$ cat config.mk
export PLATFORM = sky130hd
export DESIGN_NAME = cal_sar_seq
export DESIGN_NICKNAME = d
export VERILOG_FILES = /design/src/rtl/cal_pkg.sv /design/src/rtl/cal_err_calc.sv /design/src/rtl/cal_best_track.sv /design/src/rtl/cal_watch.sv /design/src/rtl/cal_sar_seq.sv
export SDC_FILE = /design/constraint.sdc
export NUM_CORES = 1
export LEC_CHECK = 0
export BUFFER_PORTS_ARGS = -buffer_cell sky130_fd_sc_hd__buf_2
export CORE_MARGIN = 8
export CORE_UTILIZATION = 58
export CTS_BUF_LIST = sky130_fd_sc_hd__clkbuf_16
export CTS_CLUSTER_SIZE = 30
export DETAILED_ROUTE_END_ITERATION = 10
export PLACE_DENSITY = 0.77
export SETUP_SLACK_MARGIN = 0.5
export SYNTH_ARGS = -nofsm -noshare
export SYNTH_HDL_FRONTEND = slang
export SYNTH_SLANG_ARGS = --single-unit
export TNS_END_PERCENT = 1
$ cat constraint.sdc
create_clock -name clk -period 4.68 [get_ports clk]
set_input_delay 0.234 -clock clk [delete_from_list [all_inputs] [get_ports clk]]
set_output_delay 0.234 -clock clk [all_outputs]
set_load 0.005 [all_outputs]
$ cat src/rtl/cal_pkg.sv
package cal_pkg;

    typedef enum logic [2:0] {
        S_IDLE,
        S_SETBIT,
        S_REQ,
        S_WAIT,
        S_EVAL,
        S_FINISH
    } seq_state_e;

endpackage

$ cat src/rtl/cal_err_calc.sv
module cal_err_calc #(
    parameter int DATA_W = 16,
    parameter int TARGET = 63888,
    parameter int ERR_W  = 21
) (
    input  logic [DATA_W-1:0]      sample_i,
    output logic signed [DATA_W:0] err_o,
    output logic                   nonneg_o,
    output logic [ERR_W-1:0]       abs_o
);
    localparam logic [DATA_W-1:0] TGT = DATA_W'(TARGET);

    logic [DATA_W:0] mag;

    always_comb begin
        err_o    = $signed({1'b0, sample_i}) - $signed({1'b0, TGT});
        nonneg_o = ~err_o[DATA_W];
        mag      = err_o[DATA_W] ? (~err_o + 1'b1) : err_o;
        abs_o    = {{(ERR_W-DATA_W-1){1'b0}}, mag};
    end
endmodule

$ cat src/rtl/cal_best_track.sv
module cal_best_track #(
    parameter int DATA_W = 16,
    parameter int ERR_W  = 21
) (
    input  logic              clk,
    input  logic              rst_n,
    input  logic              init_i,
    input  logic              update_i,
    input  logic [ERR_W-1:0]  abs_err_i,
    input  logic [DATA_W-1:0] trim_i,
    output logic [DATA_W-1:0] best_trim_o,
    output logic [ERR_W-1:0]  best_err_o
);
    typedef struct packed {
        logic [ERR_W-1:0]  err;
        logic [DATA_W-1:0] trim;
    } best_t;

    best_t best_d, best_q;

    always_comb begin
        best_d = best_q;
        if (init_i) begin
            best_d.err  = '1;
            best_d.trim = '0;
        end else if (update_i && (abs_err_i < best_q.err)) begin
            best_d.err  = abs_err_i;
            best_d.trim = trim_i;
        end
    end

    always_ff @(posedge clk) begin
        if (!rst_n) begin
            best_q.err  <= '1;
            best_q.trim <= '0;
        end else begin
            best_q <= best_d;
        end
    end

    assign best_trim_o = best_q.trim;
    assign best_err_o  = best_q.err;

    // the recorded error never grows within a search
    p_best_monotone_r6: assert property (@(posedge clk) disable iff (!rst_n)
        !init_i |=> (best_q.err <= $past(best_q.err)));

    // a search always starts from an error above 1,000,000
    p_best_init_r6: assert property (@(posedge clk) disable iff (!rst_n)
        init_i |=> (best_q.err > ERR_W'(1000000)));
endmodule

$ cat src/rtl/cal_watch.sv
module cal_watch #(
    parameter int LIMIT = 4096,
    localparam int CNT_W = $clog2(LIMIT + 1)
) (
    input  logic clk,
    input  logic rst_n,
    input  logic run_i,
    output logic expire_o
);
    localparam logic [CNT_W-1:0] LAST = CNT_W'(LIMIT - 1);

    logic [CNT_W-1:0] cnt_d, cnt_q;

    always_comb begin
        cnt_d = cnt_q;
        if (!run_i)               cnt_d = '0;
        else if (cnt_q <= LAST)   cnt_d = cnt_q + 1'b1;
    end

    always_ff @(posedge clk) begin
        if (!rst_n) cnt_q <= '0;
        else        cnt_q <= cnt_d;
    end

    assign expire_o = run_i && (cnt_q == LAST);

    // the wait counter never runs past one step beyond its limit
    p_cnt_bound_r8: assert property (@(posedge clk) disable iff (!rst_n)
        cnt_q <= CNT_W'(LIMIT));
endmodule

$ cat src/rtl/cal_sar_seq.sv
module cal_sar_seq
    import cal_pkg::*;
#(
    parameter int DATA_W      = 16,
    parameter int COARSE_W    = 4,
    parameter int TARGET      = 63888,
    parameter int TIMEOUT_CYC = 4096
) (
    input  logic              clk,
    input  logic              rst_n,
    input  logic              start_i,
    input  logic              conv_valid_i,
    input  logic [DATA_W-1:0] conv_data_i,
    output logic [DATA_W-1:0] trim_o,
    output logic              conv_req_o,
    output logic [DATA_W-1:0] best_trim_o,
    output logic              prog_req_o,
    output logic              done_o,
    output logic              busy_o,
    output logic              timeout_err_o
);
    localparam int FINE_W  = DATA_W - COARSE_W;
    localparam int IDX_W   = $clog2(DATA_W);
    localparam int ERR_W   = DATA_W + 5;
    localparam logic [IDX_W-1:0]  TOP_IDX = IDX_W'(DATA_W - 1);
    localparam logic [IDX_W-1:0]  LOW_IDX = IDX_W'(FINE_W - 1);
    localparam logic [DATA_W-1:0] PRESET  = DATA_W'((1 << FINE_W) - 1);

    typedef struct packed {
        seq_state_e        state;
        logic [DATA_W-1:0] trim;
        logic [IDX_W-1:0]  idx;
        logic [DATA_W-1:0] sample;
        logic              done;
        logic              terr;
    } seq_t;

    seq_t s_d, s_q;

    logic signed [DATA_W:0] err;
    logic                   nonneg;
    logic [ERR_W-1:0]       abs_err;
    logic [ERR_W-1:0]       best_err;
    logic                   expire;
    logic                   launch;

    cal_err_calc #(.DATA_W(DATA_W), .TARGET(TARGET), .ERR_W(ERR_W)) u_err (
        .sample_i (s_q.sample),
        .err_o    (err),
        .nonneg_o (nonneg),
        .abs_o    (abs_err)
    );

    cal_best_track #(.DATA_W(DATA_W), .ERR_W(ERR_W)) u_best (
        .clk         (clk),
        .rst_n       (rst_n),
        .init_i      (launch),
        .update_i    (s_q.state == S_EVAL),
        .abs_err_i   (abs_err),
        .trim_i      (s_q.trim),
        .best_trim_o (best_trim_o),
        .best_err_o  (best_err)
    );

    cal_watch #(.LIMIT(TIMEOUT_CYC)) u_watch (
        .clk      (clk),
        .rst_n    (rst_n),
        .run_i    (s_q.state == S_WAIT),
        .expire_o (expire)
    );

    assign launch = (s_q.state == S_IDLE) && start_i;

    always_comb begin
        s_d = s_q;
        unique case (s_q.state)
            S_IDLE: begin
                if (start_i) begin
                    s_d.trim  = PRESET;
                    s_d.idx   = TOP_IDX;
                    s_d.done  = 1'b0;
                    s_d.terr  = 1'b0;
                    s_d.state = S_SETBIT;
                end
            end
            S_SETBIT: begin
                // the extra lowest trial adds no bit
                if (s_q.idx > LOW_IDX) s_d.trim[s_q.idx] = 1'b1;
                s_d.state = S_REQ;
            end
            S_REQ: begin
                // any valid seen now belongs to an older conversion
                s_d.state = S_WAIT;
            end
            S_WAIT: begin
                if (conv_valid_i) begin
                    s_d.sample = conv_data_i;
                    s_d.state  = S_EVAL;
                end else if (expire) begin
                    s_d.terr  = 1'b1;
                    s_d.state = S_IDLE;
                end
            end
            S_EVAL: begin
                if (nonneg && (s_q.idx > LOW_IDX)) s_d.trim[s_q.idx] = 1'b0;
                if (s_q.idx == LOW_IDX) begin
                    s_d.state = S_FINISH;
                end else begin
                    s_d.idx   = s_q.idx - 1'b1;
                    s_d.state = S_SETBIT;
                end
            end
            S_FINISH: begin
                s_d.done  = 1'b1;
                s_d.state = S_IDLE;
            end
            default: s_d.state = S_IDLE;
        endcase
    end

    always_ff @(posedge clk) begin
        if (!rst_n) begin
            s_q.state  <= S_IDLE;
            s_q.trim   <= '0;
            s_q.idx    <= '0;
            s_q.sample <= '0;
            s_q.done   <= 1'b0;
            s_q.terr   <= 1'b0;
        end else begin
            s_q <= s_d;
        end
    end

    assign trim_o        = s_q.trim;
    assign conv_req_o    = (s_q.state == S_REQ);
    assign prog_req_o    = (s_q.state == S_FINISH);
    assign done_o        = s_q.done;
    assign busy_o        = (s_q.state != S_IDLE);
    assign timeout_err_o = s_q.terr;

    // the fine field holds all ones throughout a search
    p_fine_ones_r2: assert property (@(posedge clk) disable iff (!rst_n)
        busy_o |-> (trim_o[FINE_W-1:0] == PRESET[FINE_W-1:0]));

    // a request lasts a single cycle and the trim is steady across it
    p_req_pulse_r5: assert property (@(posedge clk) disable iff (!rst_n)
        conv_req_o |=> (!conv_req_o && $stable(trim_o)));

    // the program strobe is one cycle and done follows it
    p_prog_pulse_r7: assert property (@(posedge clk) disable iff (!rst_n)
        prog_req_o |=> (!prog_req_o && done_o && !busy_o));

    // done and busy never overlap
    p_done_idle_r7: assert property (@(posedge clk) disable iff (!rst_n)
        !(done_o && busy_o));

    // an abort leaves the block idle without a program strobe
    p_abort_idle_r8: assert property (@(posedge clk) disable iff (!rst_n)
        $rose(timeout_err_o) |-> (!busy_o && !done_o && !$past(prog_req_o)));

    // the coarse field changes only at its own trial position
    p_coarse_step_r4: assert property (@(posedge clk) disable iff (!rst_n)
        (busy_o && $past(busy_o)) |->
            ($countones(trim_o ^ $past(trim_o)) <= 1));
endmodule

==> run_summary.xml, run 1 <==
<?xml version="1.0" encoding="UTF-8"?>
<metrics>
  <group name="floorplan">
    <metric name="core-area" unit="sq um">7767</metric>
    <metric name="die_area" unit="sq um">11200</metric>
    <metric name="die_width" unit="microns">105.8</metric>
    <metric name="top_level_port_count" unit="">57</metric>
    <metric name="floorplan.die.height" unit="microns">105.8</metric>
    <metric name="placementRows" unit="">32</metric>
    <metric name="start_util" unit="%">60.26</metric>
  </group>
  <group name="grt">
    <metric name="first_pass_grt_wire_length" unit="microns">16790</metric>
    <metric name="grt_start_max_net_pins" unit="">45</metric>
    <metric name="grt_util_all_layers" unit="%">17.69</metric>
    <metric name="global_route.overflow_total" unit="">0</metric>
    <metric name="antenna_violations_before_repair" unit="">0</metric>
    <metric name="first_global_vias" unit="">3835</metric>
  </group>
  <group name="layout">
    <metric name="fillers" unit="">644</metric>
    <metric name="combined_area_of_the_multi_input_logic_cells" unit="sq um">2537</metric>
    <metric name="fin_area" unit="sq um">5126</metric>
    <metric name="final_net_count" unit="">614</metric>
    <metric name="insertedDiodeCount" unit="">0</metric>
    <metric name="most_common_library_cell_in_the_layout_ignoring_fill_and_taps" unit="">dfxtp_1</metric>
    <metric name="seq_area" unit="sq um">1763</metric>
    <metric name="most_used_cells_in_the_layout_excluding_fill_and_tap_cells" unit="">dfxtp_1, nand2_1, buf_2</metric>
    <metric name="area_delta_synth_final" unit="%">9.516</metric>
    <metric name="post_route_cells_drive_above_1_share" unit="%">16.17</metric>
    <metric name="fin_util" unit="%">66.00</metric>
  </group>
  <group name="setup_path">
    <metric name="cp.depth" unit="">15</metric>
    <metric name="critPathKind" unit="">flop to flop</metric>
    <metric name="worst_ep_required_time" unit="ns">4.85</metric>
    <metric name="crit_path_start_kind" unit="">flop</metric>
    <metric name="critPathMaxStageDelay" unit="ns">0.49</metric>
    <metric name="cp_num_buf_inv" unit="">1</metric>
    <metric name="gate_family_responsible_for_the_most_delay_along_the_worst_path" unit="">compound AO/OA/AOI/OAI gates</metric>
    <metric name="critPathSlowestCell" unit="">dfxtp_1</metric>
    <metric name="critPathCaptureType" unit="">flop</metric>
    <metric name="crit_chain" unit="">inv_1 &gt; ha_1 &gt; xnor2_2 &gt; o2111ai_1 &gt; nor4_2 &gt; nand4_1 &gt; mux2i_1 &gt; ha_1 &gt; a21o_1 &gt; a21o_1 &gt; a21oi_1 &gt; or2_2 &gt; o311a_4 &gt; mux2i_1 &gt; nand2_1</metric>
    <metric name="worst-r2r-cell-count" unit="">15</metric>
    <metric name="worstPathMaxFanout" unit="">22</metric>
    <metric name="critPathArrivalTime" unit="ns">4.02</metric>
  </group>
  <group name="yosys">
    <metric name="postSynthNetCount" unit="">587</metric>
    <metric name="average_cell_area_after_synthesis" unit="sq um">8.620</metric>
    <metric name="yosysSeqAreaShare" unit="%">37.64</metric>
    <metric name="synth_top_flop_cell" unit="">dfxtp_1</metric>
    <metric name="synth.cell_area" unit="sq um">4681</metric>
    <metric name="synthDistinctLibCells" unit="">59</metric>
    <metric name="edff_count_synth" unit="">0</metric>
    <metric name="async_s_r_ff_share_synth" unit="%">0</metric>
    <metric name="synth_cells" unit="">543</metric>
    <metric name="yosysWarnings" unit="">0</metric>
    <metric name="postSynthRegisterBits" unit="">88</metric>
  </group>
  <group name="detailed_routing">
    <metric name="post_drt_via_cell_ratio" unit="">5.569</metric>
    <metric name="wirelength" unit="microns">9790</metric>
    <metric name="route.vias.total" unit="">3770</metric>
    <metric name="drt-initial-drc-count" unit="">140</metric>
    <metric name="drcViolationCount" unit="">0</metric>
    <metric name="drt.antenna.violating_nets" unit="">0</metric>
    <metric name="routed_wire_length_per_instance" unit="microns">14.46</metric>
    <metric name="drt-pass1-iter-count" unit="">7</metric>
  </group>
  <group name="clock_tree">
    <metric name="clock_tree.buffer_depth" unit="">2</metric>
    <metric name="clock_tree.root_cell" unit="">clkbuf_16</metric>
    <metric name="cts_tree" unit="">built</metric>
    <metric name="numCtsBuffers" unit="">9</metric>
    <metric name="cts.htree.levels" unit="">3</metric>
    <metric name="worst_skew_pair.late_latency" unit="ns">0.34</metric>
    <metric name="cts.reportedPaths.clkPinSlew" unit="ns">0.06</metric>
    <metric name="cts_sinks" unit="">88</metric>
  </group>
  <group name="sta">
    <metric name="tns" unit="ns">0</metric>
    <metric name="number_of_pins_with_negative_max_slew_slack_in_the_final_report" unit="">0</metric>
    <metric name="period_share" unit="%">82.18</metric>
    <metric name="layout_setup_ws" unit="ns">0.8342</metric>
    <metric name="report.final.setup_viol" unit="">0</metric>
    <metric name="slew_headroom" unit="%">19.15</metric>
    <metric name="finalHoldViolations" unit="">0</metric>
    <metric name="setup_repair_after_global_routing_missed_its_margin" unit="">false</metric>
    <metric name="max_freq" unit="MHz">260.0</metric>
    <metric name="finalHoldWorstSlack" unit="ns">0.1284</metric>
    <metric name="final.setup_skew" unit="ns">0.007188</metric>
    <metric name="worst_tran_pin_value" unit="ns">1.210</metric>
    <metric name="post-route-min-period" unit="ns">3.846</metric>
  </group>
  <group name="place">
    <metric name="post_dp_cell_area" unit="sq um">4817</metric>
    <metric name="place.gp.congestion" unit="">0.8590</metric>
    <metric name="preCtsSetupSlack" unit="ns">0.3468</metric>
    <metric name="dp_hpwl" unit="microns">6997</metric>
    <metric name="port_buffers" unit="">56</metric>
  </group>
  <group name="power_and_ir_drop">
    <metric name="p_int" unit="mW">1.191</metric>
    <metric name="power_per_cell_area" unit="nW/um^2">310.9</metric>
    <metric name="seqPwrFrac" unit="%">49.6</metric>
    <metric name="sw_frac_of_total" unit="%">25.29</metric>
    <metric name="power.combinational.fraction" unit="%">7.6</metric>
    <metric name="ir_drop" unit="V">0.0002201</metric>
    <metric name="total_leakage_power" unit="nW">2.190</metric>
    <metric name="power.net_switching" unit="mW">0.4030</metric>
    <metric name="clkPwrFrac" unit="%">42.8</metric>
  </group>
  <group name="status">
    <metric name="run_status" unit="">finished clean</metric>
  </group>
  <group name="job">
    <metric name="maxCapViolations" unit="">0</metric>
  </group>
  <group name="worst_hold_path">
    <metric name="hold_path_depth" unit="">3</metric>
    <metric name="worst_hold_path_type" unit="">input pin to flop</metric>
  </group>
</metrics>
[worst register-to-register path: stages, from the launching register on]
cell       delay, ns
dfxtp_1         0.49
inv_1           0.11
ha_1            0.28
xnor2_2         0.21
o2111ai_1       0.19
nor4_2          0.37
nand4_1         0.17
mux2i_1         0.23
ha_1            0.28
a21o_1          0.18
a21o_1          0.17
a21oi_1         0.12
or2_2           0.14
o311a_4         0.46
mux2i_1         0.23
nand2_1         0.07
[per-layer routing]
layer	vias to the layer above	GRT usage (%)	wire length, microns
met3	24	4.263	353
li1	1911	-	-
met2	61	31.32	4959
met5	-	0	0
met1	1774	19.33	4187
met4	0	8.643	289
[what timing repair did]
action	4_1_cts	5_1_grt
hold buffers	0	0
endpoints found under the setup margin	29	32
endpoints found under the hold margin	0	0
setup buffers	0	0
gates cloned	0	1
resized for setup	1	1
[layout make-up]
| class | count | area share [%] |
|---|---|---|
| clock buffer | 9 | 4.393 |
| tap | 102 | 2.490 |
| sequential | 88 | 34.39 |
| inverter | 29 | 2.123 |
| timing repair buffer | 59 | 5.907 |
| clock inverter | 7 | 1.196 |
| multi-input combinational | 383 | 49.50 |
[registers in the layout, summed over array words and instances (netlist names)]
signal / cells
u_best.best_trim_o: 16
done_o: 1
trim_o: 16
s_q: 23
u_watch.cnt_q: 13
u_best.best_err_o: 18
timeout_err_o: 1
[metrics by stage]
stage          total power, mW  instances
6_report                 1.594        677
2_1_floorplan           0.8998        543
5_1_grt                  1.656        677
4_1_cts                  1.609        676
3_3_place_gp            0.9222        660
3_5_place_dp            0.9272        660
[power groups by stage]
stage	Clock, mW	Combinational, mW	Sequential [mW]
after floorplan	0	0.102	0.797
after global placement	0	0.117	0.806
after detailed placement	0	0.120	0.807
after CTS	0.697	0.122	0.790
after global routing	0.728	0.135	0.793
final	0.682	0.121	0.790
[path summary, 6_finish.rpt]
kind                                      start                                 end  slack [ns]
max reg2reg                 s_q[7]$_SDFFE_PN0P_  u_best.best_err_o[15]$_SDFFE_PP1P_        0.83
min                              conv_data_i[7]                 s_q[9]$_SDFFE_PN0P_        0.13
min reg2reg  u_best.best_err_o[14]$_SDFFE_PP1P_  u_best.best_err_o[14]$_SDFFE_PP1P_        0.48
max                         s_q[7]$_SDFFE_PN0P_  u_best.best_err_o[15]$_SDFFE_PP1P_        0.83
[cells by family (layout without fill, tap and decap cells)]
logic type	Yosys count	in the layout	share of synthesized area, %
AO/OA/AOI/OAI	112	113	16.97
adder cells (fa/ha/maj)	24	24	6.415
other	1	1	0.08012
buffers and inverters	73	104	8.634
XOR/XNOR	27	27	5.533
multiplexers	25	25	5.346
AND/OR/NAND/NOR	193	193	19.38
flip-flops	88	88	37.64
[cell usage after synthesis (8+ instances only)]
library cell / count / share of area, %
xnor2_1: 12 / 2.2
dfxtp_1: 88 / 38
mux2i_1: 25 / 5.3
buf_4: 20 / 3.2
o211ai_1: 11 / 1.8
nand2_1: 78 / 6.3
nand3_1: 8 / 0.86
a21oi_1: 26 / 2.8
ha_1: 24 / 6.4
nand4_1: 8 / 1.1
inv_1: 29 / 2.3
xor2_1: 12 / 2.2
nor2_1: 55 / 4.4
o21a_1: 17 / 2.7
clkbuf_1: 16 / 1.3
a21boi_1: 11 / 1.8
Note: power is estimated with default switching activity, not from simulation.
==> run 2: changes to the inputs <==
==> constraint.sdc (replaced) <==
create_clock -name clk -period 3.9 [get_ports clk]
set_input_delay 0.195 -clock clk [delete_from_list [all_inputs] [get_ports clk]]
set_output_delay 0.195 -clock clk [all_outputs]
set_load 0.005 [all_outputs]
==> run 2 against run 1 <==
Against the previous run:
- global-route usage grew 1.2 points
- power grew 23%
- cell area grew 7.3%
- hold slack lost 0.046 ns
- critical path type unchanged
- highest routed layer unchanged
==> run_summary.xml, run 2 (synthesized netlist as in run 1, its figures left out) <==
<?xml version="1.0" encoding="UTF-8"?>
<metrics>
  <group name="detailed_routing">
    <metric name="routed_wire_length_per_instance" unit="microns">15.30</metric>
    <metric name="route.vias.total" unit="">3893</metric>
    <metric name="wirelength" unit="microns">10740</metric>
    <metric name="drt-pass1-iter-count" unit="">5</metric>
    <metric name="post_drt_via_cell_ratio" unit="">5.546</metric>
    <metric name="drcViolationCount" unit="">0</metric>
    <metric name="drt-initial-drc-count" unit="">166</metric>
    <metric name="drt.antenna.violating_nets" unit="">0</metric>
  </group>
  <group name="setup_path">
    <metric name="critPathCaptureType" unit="">flop</metric>
    <metric name="worstPathMaxFanout" unit="">6</metric>
    <metric name="crit_path_start_kind" unit="">flop</metric>
    <metric name="r2r-start" unit="">s_q[6]$_SDFFE_PN0P_</metric>
    <metric name="r2r_end" unit="">u_best.best_trim_o[1]$_SDFFE_PP0P_</metric>
    <metric name="critPathArrivalTime" unit="ns">3.95</metric>
    <metric name="crit_chain" unit="">buf_6 &gt; o311ai_4 &gt; xor2_2 &gt; nor4_2 &gt; buf_4 &gt; a211oi_2 &gt; mux2i_1 &gt; ha_1 &gt; nand4_1 &gt; nor4_2 &gt; a21oi_1 &gt; o311a_4 &gt; buf_12 &gt; buf_16 &gt; mux2i_4 &gt; nor2_1</metric>
    <metric name="critPathSlowestCell" unit="">o311ai_4</metric>
    <metric name="critPathMaxStageDelay" unit="ns">0.40</metric>
    <metric name="critical_path.most_common_cell" unit="">nor4_2</metric>
    <metric name="reg2reg_setup_slack" unit="ns">0.23</metric>
    <metric name="worst-r2r-cell-count" unit="">16</metric>
    <metric name="worst_ep_required_time" unit="ns">4.19</metric>
    <metric name="critPathLaunch" unit="">s_q[6]$_SDFFE_PN0P_</metric>
    <metric name="critPathKind" unit="">flop to flop</metric>
  </group>
  <group name="sta">
    <metric name="max_freq" unit="MHz">272.8</metric>
    <metric name="report.final.setup_viol" unit="">0</metric>
    <metric name="finalHoldWorstSlack" unit="ns">0.08207</metric>
    <metric name="tns" unit="ns">0</metric>
    <metric name="post-route-min-period" unit="ns">3.666</metric>
    <metric name="finalHoldViolations" unit="">0</metric>
    <metric name="setup_repair_after_global_routing_missed_its_margin" unit="">true</metric>
    <metric name="period_share" unit="%">93.99</metric>
    <metric name="final.setup_skew" unit="ns">0.01026</metric>
    <metric name="number_of_pins_with_negative_max_slew_slack_in_the_final_report" unit="">0</metric>
    <metric name="worst_tran_pin_value" unit="ns">0.6975</metric>
    <metric name="slew_headroom" unit="%">53.50</metric>
  </group>
  <group name="layout">
    <metric name="final_net_count" unit="">639</metric>
    <metric name="most_used_cells_in_the_layout_excluding_fill_and_tap_cells" unit="">dfxtp_1, nand2_1, buf_2</metric>
    <metric name="flip_flop_count_of_the_largest_register_after_layout" unit="">23</metric>
    <metric name="fin_util" unit="%">70.83</metric>
    <metric name="insertedDiodeCount" unit="">0</metric>
    <metric name="fin_area" unit="sq um">5502</metric>
    <metric name="post_route_cells_drive_above_1_share" unit="%">22.17</metric>
    <metric name="fillers" unit="">604</metric>
    <metric name="area_delta_synth_final" unit="%">17.54</metric>
    <metric name="most_common_library_cell_in_the_layout_ignoring_fill_and_taps" unit="">dfxtp_1</metric>
    <metric name="max_flop_register" unit="">s_q</metric>
  </group>
  <group name="floorplan">
    <metric name="start_util" unit="%">60.26</metric>
    <metric name="placementRows" unit="">32</metric>
    <metric name="floorplan.die.height" unit="microns">105.8</metric>
    <metric name="die_area" unit="sq um">11200</metric>
    <metric name="die_width" unit="microns">105.8</metric>
    <metric name="core-area" unit="sq um">7767</metric>
    <metric name="top_level_port_count" unit="">57</metric>
  </group>
  <group name="clock_tree">
    <metric name="cts.htree.levels" unit="">3</metric>
    <metric name="clock_tree.root_cell" unit="">clkbuf_16</metric>
    <metric name="worst_skew_pair.late_latency" unit="ns">0.35</metric>
    <metric name="cts-hold-fix-buffers" unit="">0</metric>
    <metric name="numCtsBuffers" unit="">9</metric>
    <metric name="clock_tree.buffer_depth" unit="">2</metric>
    <metric name="cts_sinks" unit="">88</metric>
    <metric name="cts.reportedPaths.clkPinSlew" unit="ns">0.07</metric>
    <metric name="cts_tree" unit="">built</metric>
  </group>
  <group name="power_and_ir_drop">
    <metric name="power.net_switching" unit="mW">0.5153</metric>
    <metric name="clkPwrFrac" unit="%">43.5</metric>
    <metric name="power_per_cell_area" unit="nW/um^2">356.1</metric>
    <metric name="total_leakage_power" unit="nW">2.355</metric>
    <metric name="power.combinational.fraction" unit="%">8.2</metric>
    <metric name="seqPwrFrac" unit="%">48.4</metric>
    <metric name="ir_drop" unit="V">0.0003180</metric>
    <metric name="p_int" unit="mW">1.444</metric>
    <metric name="sw_frac_of_total" unit="%">26.31</metric>
  </group>
  <group name="worst_hold_path">
    <metric name="hold_path_startpoint" unit="">conv_data_i[14]</metric>
    <metric name="hold_path_end" unit="">s_q[16]$_SDFFE_PN0P_</metric>
    <metric name="worst_hold_path_type" unit="">input pin to flop</metric>
    <metric name="hold_path_depth" unit="">3</metric>
  </group>
  <group name="place">
    <metric name="dp_hpwl" unit="microns">6958</metric>
    <metric name="place.gp.congestion" unit="">0.8696</metric>
    <metric name="port_buffers" unit="">56</metric>
    <metric name="post_dp_cell_area" unit="sq um">4875</metric>
  </group>
  <group name="grt">
    <metric name="global_route.overflow_total" unit="">0</metric>
    <metric name="grt_start_max_net_pins" unit="">44</metric>
    <metric name="first_global_vias" unit="">3839</metric>
    <metric name="grt_util_all_layers" unit="%">18.88</metric>
    <metric name="first_pass_grt_wire_length" unit="microns">17650</metric>
    <metric name="antenna_violations_before_repair" unit="">0</metric>
  </group>
  <group name="job">
    <metric name="maxCapViolations" unit="">0</metric>
  </group>
  <group name="status">
    <metric name="run_status" unit="">finished clean</metric>
  </group>
</metrics>
-- run 2: worst max-delay path by stage --
stage                                              end  slack, ns
CTS                 u_best.best_trim_o[8]$_SDFFE_PP0P_       0.43
floorplan           u_best.best_trim_o[3]$_SDFFE_PP0P_       0.50
global placement    u_best.best_err_o[14]$_SDFFE_PP1P_       0.17
global route        u_best.best_trim_o[1]$_SDFFE_PP0P_       0.04
finish              u_best.best_trim_o[1]$_SDFFE_PP0P_       0.23
detailed placement  u_best.best_trim_o[0]$_SDFFE_PP0P_        0.1
-- run 2: what timing repair did --
action                     in CTS  in global routing
setup buffers                  15                  2
hold endpoints to repair        0                  0
cloned                          2                  1
gates resized for setup        19                  8
setup endpoints to repair      33                 33
pin swaps                      13                 11
-- run 2: layout make-up --
cell class	instances	area [sq um]	share of cell area, %
well taps	102	127.6	2.320
repair buffers	85	584.3	10.62
flip-flops and latches	88	1769	32.16
inverters	29	108.9	1.979
clock buffers	9	225.2	4.094
clock inverters	7	71.32	1.296
multi-input cells	382	2615	47.53
-- run 2: power by group through the flow --
stage	clock, mW	sequential (mW)	combinational, mW
floorplan	0	0.957	0.123
global placement	0	0.966	0.144
detailed placement	0	0.967	0.148
CTS	0.862	0.946	0.157
global route	0.908	0.951	0.177
finish	0.851	0.947	0.160
-- run 2: critical path, delay by kind of cell (launching register included) --
family	cells	cell delay (ns)
compound gates	4	0.95
xor+xnor	1	0.16
fa+ha+maj	1	0.34
buf+inv	4	0.59
flops	1	0.34
mux	2	0.35
simple gates	4	0.89
-- run 2: through the flow --
stage	power [mW]	cells	setup slack, ns
6_report	1.959	702	0.2344
2_1_floorplan	1.080	543	0.5018
5_1_grt	2.036	702	0.04445
4_1_cts	1.965	699	0.4268
3_5_place_dp	1.115	666	0.09851
3_3_place_gp	1.109	666	0.1743
-- run 2: routing by layer --
| metal | GRT usage (%) | vias up | part of all wire, % |
|---|---|---|---|
| li1 | - | 1950 | - |
| met1 | 22.09 | 1845 | 45 |
| met2 | 32.17 | 78 | 50 |
| met3 | 4.385 | 20 | 3.3 |
| met4 | 8.342 | 0 | 2.1 |
| met5 | 0 | - | 0 |
